$ cat src/rtl/audSerTxPkg.sv
package audSerTxPkg;
  parameter int SAMPLE_W    = 20;
  parameter int FRAME_SHORT = 32;
  parameter int FRAME_LONG  = 40;
  localparam int IDX_W      = $clog2(FRAME_LONG);
  localparam int CNT_W      = $clog2(FRAME_LONG + 1) + 1;
  localparam int SHORT_W    = FRAME_SHORT / 2;
  localparam int LONG_W     = FRAME_LONG / 2;

  // strobes from control to datapath, valid in the cycle of a detected fall
  typedef struct packed {
    logic             fall;
    logic             slotRight;
    logic             loadPair;
    logic             txEn;
    logic             wordLong;
    logic             i2sMode;
    logic [IDX_W-1:0] bitIdx;
  } txStrobe_t;
endpackage

$ cat src/rtl/audSerTxCtrl.sv
module audSerTxCtrl
  import audSerTxPkg::*;
(
  input  logic      clk,
  input  logic      rstN,
  input  logic      bclkIn,
  input  logic      lrckIn,
  input  logic      fmtI2s,
  output txStrobe_t strb
);
  localparam logic [IDX_W-1:0] IDX_MAX = '1;
  localparam logic [CNT_W-1:0] CNT_MAX = '1;

  logic [2:0]       bSync;
  logic [1:0]       lSync;
  logic             fall, lrNow, lrPrev, seenFirst;
  logic             slotStart, isLeft, leftStart, measOk;
  logic             armed, armedNext;
  logic             ratioLong, ratioLongNext;
  logic             txEn, txEnNext;
  logic [IDX_W-1:0] idxReg, idxNext;
  logic [CNT_W-1:0] frameCnt, cntNext;

  assign fall  = bSync[2] & ~bSync[1];
  assign lrNow = lSync[1];

  always_comb begin
    slotStart     = fall && seenFirst && (lrNow != lrPrev);
    isLeft        = lrNow ^ fmtI2s;
    leftStart     = slotStart && isLeft;
    measOk        = armed && (frameCnt == CNT_W'(FRAME_SHORT) ||
                              frameCnt == CNT_W'(FRAME_LONG));
    idxNext       = idxReg;
    cntNext       = frameCnt;
    armedNext     = armed;
    ratioLongNext = ratioLong;
    txEnNext      = txEn;
    if (fall) begin
      if (slotStart) idxNext = '0;
      else if (idxReg != IDX_MAX) idxNext = idxReg + IDX_W'(1);
      if (leftStart) cntNext = CNT_W'(1);
      else if (frameCnt != CNT_MAX) cntNext = frameCnt + CNT_W'(1);
    end
    if (leftStart) begin
      armedNext = 1'b1;
      if (measOk) begin
        ratioLongNext = (frameCnt == CNT_W'(FRAME_LONG));
        txEnNext      = 1'b1;
      end
    end
  end

  always_comb begin
    strb.fall      = fall;
    strb.slotRight = ~isLeft;
    strb.loadPair  = leftStart && txEnNext;
    strb.txEn      = txEnNext;
    strb.wordLong  = ratioLongNext;
    strb.i2sMode   = fmtI2s;
    strb.bitIdx    = idxNext;
  end

  always_ff @(posedge clk) begin
    if (!rstN) begin
      bSync     <= 3'b111;
      lSync     <= 2'b00;
      lrPrev    <= 1'b0;
      seenFirst <= 1'b0;
      idxReg    <= '0;
      frameCnt  <= '0;
      armed     <= 1'b0;
      ratioLong <= 1'b0;
      txEn      <= 1'b0;
    end else begin
      bSync <= {bSync[1:0], bclkIn};
      lSync <= {lSync[0], lrckIn};
      if (fall) begin
        lrPrev    <= lrNow;
        seenFirst <= 1'b1;
      end
      idxReg    <= idxNext;
      frameCnt  <= cntNext;
      armed     <= armedNext;
      ratioLong <= ratioLongNext;
      txEn      <= txEnNext;
    end
  end

  AST_RATIO_AT_LEFT: assert property (@(posedge clk) disable iff (!rstN)
    !leftStart |=> $stable(ratioLong));
  AST_EN_STICKY: assert property (@(posedge clk) disable iff (!rstN)
    txEn |=> txEn);
  AST_EN_NEEDS_ARM: assert property (@(posedge clk) disable iff (!rstN)
    $rose(txEn) |-> $past(armed));
endmodule

$ cat src/rtl/audSerTxData.sv
module audSerTxData
  import audSerTxPkg::*;
(
  input  logic                clk,
  input  logic                rstN,
  input  logic [SAMPLE_W-1:0] sampleL,
  input  logic [SAMPLE_W-1:0] sampleR,
  input  logic                sampleValid,
  input  txStrobe_t           strb,
  output logic                sdOut
);
  logic [SAMPLE_W-1:0] stageL, stageR, actL, actR;
  logic [SAMPLE_W-1:0] wordNow, shMsb, shI2s, lsbSh;
  logic [IDX_W-1:0]    wordLen;
  logic                pend, pendValid, bitNow, lastBit;

  always_comb begin
    wordLen = strb.wordLong ? IDX_W'(LONG_W) : IDX_W'(SHORT_W);
    wordNow = strb.loadPair ? stageL : (strb.slotRight ? actR : actL);
    shMsb   = wordNow << strb.bitIdx;
    shI2s   = wordNow << (strb.bitIdx - IDX_W'(1));
    lsbSh   = wordNow >> (IDX_W'(SAMPLE_W) - wordLen);
    lastBit = strb.bitIdx == (wordLen - IDX_W'(1));
    if (!strb.txEn)
      bitNow = 1'b0;
    else if (!strb.i2sMode)
      bitNow = (strb.bitIdx < wordLen) ? shMsb[SAMPLE_W-1] : 1'b0;
    else if (strb.bitIdx == '0)
      bitNow = pendValid & pend;
    else
      bitNow = (strb.bitIdx < wordLen) ? shI2s[SAMPLE_W-1] : 1'b0;
  end

  always_ff @(posedge clk) begin
    if (!rstN) begin
      stageL    <= '0;
      stageR    <= '0;
      actL      <= '0;
      actR      <= '0;
      pend      <= 1'b0;
      pendValid <= 1'b0;
      sdOut     <= 1'b0;
    end else begin
      if (sampleValid) begin
        stageL <= sampleL;
        stageR <= sampleR;
      end
      if (strb.fall) begin
        if (strb.loadPair) begin
          actL <= stageL;
          actR <= stageR;
        end
        sdOut <= bitNow;
        if (!strb.txEn) pendValid <= 1'b0;
        else if (strb.i2sMode && lastBit) begin
          pend      <= lsbSh[0];
          pendValid <= 1'b1;
        end
      end
    end
  end

  AST_OUT_ON_FALL: assert property (@(posedge clk) disable iff (!rstN)
    !strb.fall |=> $stable(sdOut));
  AST_ZERO_WHEN_OFF: assert property (@(posedge clk) disable iff (!rstN)
    !strb.txEn |-> !sdOut);
  AST_PAIR_HOLD: assert property (@(posedge clk) disable iff (!rstN)
    !(strb.fall && strb.loadPair) |=> $stable(actL) && $stable(actR));
endmodule

$ cat src/rtl/audSerTx.sv
module audSerTx
  import audSerTxPkg::*;
(
  input  logic                clk,
  input  logic                rstN,
  input  logic [SAMPLE_W-1:0] sampleL,
  input  logic [SAMPLE_W-1:0] sampleR,
  input  logic                sampleValid,
  input  logic                bclkIn,
  input  logic                lrckIn,
  input  logic                fmtI2s,
  output logic                sdOut
);
  txStrobe_t strb;

  audSerTxCtrl ctrl_i (
    .clk    (clk),
    .rstN   (rstN),
    .bclkIn (bclkIn),
    .lrckIn (lrckIn),
    .fmtI2s (fmtI2s),
    .strb   (strb)
  );

  audSerTxData data_i (
    .clk         (clk),
    .rstN        (rstN),
    .sampleL     (sampleL),
    .sampleR     (sampleR),
    .sampleValid (sampleValid),
    .strb        (strb),
    .sdOut       (sdOut)
  );
endmodule

$ cat config.mk
export PLATFORM = sky130hd
export DESIGN_NAME = audSerTx
export DESIGN_NICKNAME = d
export VERILOG_FILES = /design/src/rtl/audSerTxPkg.sv /design/src/rtl/audSerTxCtrl.sv /design/src/rtl/audSerTxData.sv /design/src/rtl/audSerTx.sv
export SDC_FILE = /design/constraint.sdc
export NUM_CORES = 1
export LEC_CHECK = 0
export BUFFER_PORTS_ARGS = -buffer_cell sky130_fd_sc_hd__buf_2
export CAP_MARGIN = 10
export CORE_UTILIZATION = 59
export CTS_CLUSTER_SIZE = 12
export DETAILED_ROUTE_END_ITERATION = 12
export HOLD_SLACK_MARGIN = 0.08
export PLACE_DENSITY = 0.79
export REMOVE_ABC_BUFFERS = 1
export SLEW_MARGIN = 20
export SYNTH_ARGS = -nofsm -noshare
export SYNTH_HDL_FRONTEND = slang
export SYNTH_SLANG_ARGS = --single-unit
$ cat constraint.sdc
create_clock -name clk -period 3.5 [get_ports clk]
set_input_delay 0 -clock clk [delete_from_list [all_inputs] [get_ports clk]]
set_output_delay 0 -clock clk [all_outputs]
set_load 0.05 [all_outputs]
==> impl_summary.md <==
Global route
The pin count of the biggest net entering global routing is 56. After global routing the overflow that remains totals 0. The via count of the first global-routing pass is 4154.

The first-pass GRT wire length is 19000 um. The global-route usage over all layers is 27.7%. The number of antenna violations at the first check in global routing is 0.

Floorplan
The effective utilization at floorplan is 62.3%. The area enclosed by the die boundary is 0.00874 sq mm. The row count is 32. The floorplan core area is 0.00793 sq mm. From bottom edge to top edge, the die measures 93.5 um. Measured along the x axis, the die boundary spans 93.5 um.

47 I/O pins were placed.

Timing
The final number of hold-violating endpoints was 0. Setup repair after global routing left no endpoint under its margin. Setup slack closes at 0.229 ns. The highest achievable clock rate is 306 MHz. The clock period minus worst slack is 3.27 ns. Setup violations remaining at the end of the flow were counted as 0. The clock arrives with 0.0101 ns of skew. The fraction of the cycle the final worst path needs is 93.5%.

At the pin with the least slew margin, the transition time is 0.911 ns. The number of max-slew violations in the final report is 0. The tightest slew margin relative to the limit is 39.2%.

Logic synthesis
The cell area after synthesis is 0.00494 sq mm. Synthesis inferred 106 register bits. The share of synthesized area occupied by flip-flops and latches is 43.0%. The number of flops mapped to enable cells by yosys is 0. In the synthesized netlist the async set-or-reset flop fraction comes to 0%.

The average cell area after synthesis is 8.74 sq um. Synthesis produced a netlist whose cell count is 565. The count of cell types in the netlist is 63. Among all flip-flop cells after synthesis, the most frequent one is sky130_fd_sc_hd__dfxtp_1.

Yosys printed 0 warnings.

Worst setup path
Data on the critical path arrives at its endpoint at 3.54 ns. Among all stages on the critical path, the largest delay is contributed by sky130_fd_sc_hd__ha_1. Of all nets on the critical path, the largest fanout is 8. The worst setup path is captured at a flip-flop. The worst setup path is launched from a flip-flop. Traced cell by cell, the critical path runs through ha_2 -> nand4_4 -> o211a_1 -> nor4_2 -> inv_2 -> ha_1 -> mux4_2 -> o311a_1 -> o2111a_1 -> o221a_1.

For this run, the slowest stage of the critical path takes 0.45 ns. The register-to-register setup slack is 0.23 ns. The critical path is of the reg -> reg type. At the worst endpoint, the required time is 3.77 ns.

CTS
The buffer count from post-CTS setup fixing is 0. The clock reaches the later pin of the worst-skew pair after 0.38 ns. In this run, CTS created clock tree buffers numbering 9. TritonCTS built the clock tree.

The clock tree root buffer cell is sky130_fd_sc_hd__clkbuf_8. The clock-pin transition on the worst setup and hold timing paths is 0.10 ns. The maximum number of buffers from clock root to sink is 2. Counting every sink on the clock net gives 106. The H-tree depth reported by CTS is 3.

Detailed routing
The wire length per cell after detailed routing is 15.2 um. The via total after detailed routing is 4311. In the routed design, unresolved DRC markers number 0. The first routing iteration left 268 violations. The number of nets with antenna violations after detailed routing is 0. In the routed layout, each cell is associated on average with a via count of 5.76.

Summed over all layers, the routed wires come to 11400 um. The first-pass detailed-route iteration total is 5.

Cells and area
The final layout contains 694 nets. The share of layout cells above drive strength 1 is 15.0%. Measured on the finished design, the core utilization comes to 74.6%. The antenna diode instance count is 0. Counting the fill cells in the layout gives 577.

The area growth from synthesis to layout is 19.8%.

Pwr
The clock network is responsible for 33.6% of the overall power. For this design the ratio of total power to cell area is 383 mW/mm^2. Combinational logic is responsible for 10.6% of the overall power.

In this run, flip-flops and latches consume 55.7% of the power. The maximum resistive drop on vdd is 0.277 mV. The internal portion of the total power is 1.66 mW. The net switching power is 0.602 mW. The leakage power figure is 2.43 nW. In this run switching power makes up 26.6% of total power.

Placement
The number of buffer cells added on primary ports is 46. The HPWL reported at the end of detailed placement is 7420 um. The worst-case setup slack after placement is 0.238 ns. The congestion estimate from routability-driven global placement came to 0.909.

Job
Across the run, the number of max-cap violations was 0.

Min path
The worst hold path belongs to the class in -> reg.

Outcome
The run finished with clean final reports.
-- synth_stat cells, types with 3 or more instances --
cell                          n  area, sq um
sky130_fd_sc_hd__dfxtp_1    106         2120
sky130_fd_sc_hd__nand2_1     93          349
sky130_fd_sc_hd__nor2_1      70          263
sky130_fd_sc_hd__mux2i_1     63          631
sky130_fd_sc_hd__a21oi_1     52          260
sky130_fd_sc_hd__clkbuf_1    20         75.1
sky130_fd_sc_hd__o21ai_0     19         95.1
sky130_fd_sc_hd__nand3_1     10         50.1
sky130_fd_sc_hd__inv_1        8         30.0
sky130_fd_sc_hd__ha_1         7         87.6
sky130_fd_sc_hd__nand2b_1     7         43.8
sky130_fd_sc_hd__nor3_1       7         35.0
sky130_fd_sc_hd__xnor2_1      7         61.3
sky130_fd_sc_hd__buf_1        5         18.8
sky130_fd_sc_hd__buf_2        5         25.0
sky130_fd_sc_hd__nand4_1      5         31.3
sky130_fd_sc_hd__o2111a_1     4         45.0
sky130_fd_sc_hd__o211ai_1     4         30.0
sky130_fd_sc_hd__a211oi_1     3         22.5
sky130_fd_sc_hd__and2_1       3         18.8
sky130_fd_sc_hd__inv_2        3         11.3
sky130_fd_sc_hd__mux2_2       3         33.8
sky130_fd_sc_hd__mux4_2       3         67.6
sky130_fd_sc_hd__nor4_1       3         18.8
sky130_fd_sc_hd__o2111ai_1    3         26.3
sky130_fd_sc_hd__o21ai_1      3         15.0
sky130_fd_sc_hd__xor2_1       3         26.3
-- layout by cell type, fill, tap and decap left out, types with 3 or more instances in the layout --
| cell | count |
|---|---|
| sky130_fd_sc_hd__dfxtp_1 | 106 |
| sky130_fd_sc_hd__nand2_1 | 93 |
| sky130_fd_sc_hd__nor2_1 | 70 |
| sky130_fd_sc_hd__mux2i_1 | 63 |
| sky130_fd_sc_hd__a21oi_1 | 52 |
| sky130_fd_sc_hd__dlygate4sd3_1 | 45 |
| sky130_fd_sc_hd__buf_2 | 45 |
| sky130_fd_sc_hd__o21ai_0 | 19 |
| sky130_fd_sc_hd__nand3_1 | 10 |
| sky130_fd_sc_hd__clkbuf_8 | 10 |
| sky130_fd_sc_hd__inv_1 | 7 |
| sky130_fd_sc_hd__nor3_1 | 7 |
| sky130_fd_sc_hd__nand2b_1 | 7 |
| sky130_fd_sc_hd__buf_4 | 7 |
| sky130_fd_sc_hd__ha_1 | 6 |
| sky130_fd_sc_hd__xnor2_1 | 5 |
| sky130_fd_sc_hd__nand4_1 | 5 |
| sky130_fd_sc_hd__inv_2 | 4 |
| sky130_fd_sc_hd__o2111a_1 | 4 |
| sky130_fd_sc_hd__o211ai_1 | 4 |
| sky130_fd_sc_hd__inv_8 | 4 |
| sky130_fd_sc_hd__xor2_1 | 3 |
| sky130_fd_sc_hd__and2_1 | 3 |
| sky130_fd_sc_hd__o21ai_1 | 3 |
| sky130_fd_sc_hd__a211oi_1 | 3 |
| sky130_fd_sc_hd__mux2_2 | 3 |
| sky130_fd_sc_hd__o2111ai_1 | 3 |
| sky130_fd_sc_hd__mux4_2 | 3 |
-- worst paths after layout --
check / endpoint / cells past startpoint / start
max: data_i.sdOut / 10 / ctrl_i.idxReg[0]
min: data_i.sdOut / 3 / fmtI2s
max reg2reg: data_i.sdOut / 10 / ctrl_i.idxReg[0]
min reg2reg: ctrl_i.bSync[1] / 1 / ctrl_i.bSync[0]
-- power by group through the flow --
stage                     clock [mW]  combinational, mW  sequential (mW)
final                          0.762              0.241             1.26
after global routing           0.827              0.263             1.27
after CTS                      0.778              0.235             1.26
after detailed placement           0              0.196             1.29
after global placement             0              0.189             1.29
after floorplan                    0              0.127             1.28
-- through the flow --
stage               power (mW)  cell area (sq um)  hold WS (ns)  cells  setup TNS, ns
finish                    2.26               5920         0.124    748              0
global route              2.36               5920         0.152    748              0
CTS                       2.27               5890        0.0839    748              0
detailed placement        1.48               5240         0.204    687              0
global placement          1.48               5240         0.186    687              0
floorplan                 1.41               4780        0.0730    531         -0.405
-- flip-flops by register name, summed over array words and instances, names as in the netlist --
register and flops:
ctrl_i.armed 1, ctrl_i.bSync 3, ctrl_i.frameCnt 7, ctrl_i.idxReg 6, ctrl_i.lSync 2, ctrl_i.lrPrev 1
ctrl_i.ratioLong 1, ctrl_i.seenFirst 1, ctrl_i.txEn 1, data_i.actL 20, data_i.actR 20, data_i.pend 1
data_i.pendValid 1, data_i.sdOut 1, data_i.stageL 20, data_i.stageR 20
-- per-layer routing --
metal  wire length (um)  global-route usage [%]  up-vias
li1                   -                       -     2117
met1               5030                    33.9     2059
met2               5640                    47.4      113
met3                463                    6.26       22
met4                252                    10.0        0
met5                  0                       0        -
-- critical path, delay by kind of cell (launching register included) --
kind / cells / cell delay, ns
AOI/OAI and AO/OA: 4 / 1.04
adders and majority gates: 2 / 0.73
and+or+nand+nor: 2 / 0.47
DFF: 1 / 0.44
muxes: 1 / 0.33
buffers and inverters: 1 / 0.16
-- kinds of logic (layout without fill, tap and decap cells) --
family / after synthesis / count (layout) / synth area share (%)
compound gates: 113 / 113 / 14.9
xor+xnor: 10 / 10 / 1.77
fa+ha+maj: 7 / 7 / 1.77
buf+inv: 45 / 126 / 4.00
flops: 106 / 106 / 43.0
mux: 69 / 69 / 14.8
simple gates: 215 / 215 / 19.7
-- what timing repair did --
item / CTS / global route
gates resized for setup: 0 / 3
endpoints found under the hold margin: 47 / 0
setup endpoints to repair: 0 / 1
hold buffers: 45 / 0
-- area by class of cell --
type                       instances  area (sq um)  share of cell area (%)
inverter                          11          41.3                   0.698
multi-input combinational        414          2660                    44.9
clock inverter                     6          62.6                    1.06
sequential                       106          2120                    35.9
timing repair buffer              99           768                    13.0
clock buffer                      10           138                    2.33
tap                              102           128                    2.16
Power figures use the tool's default switching activity.
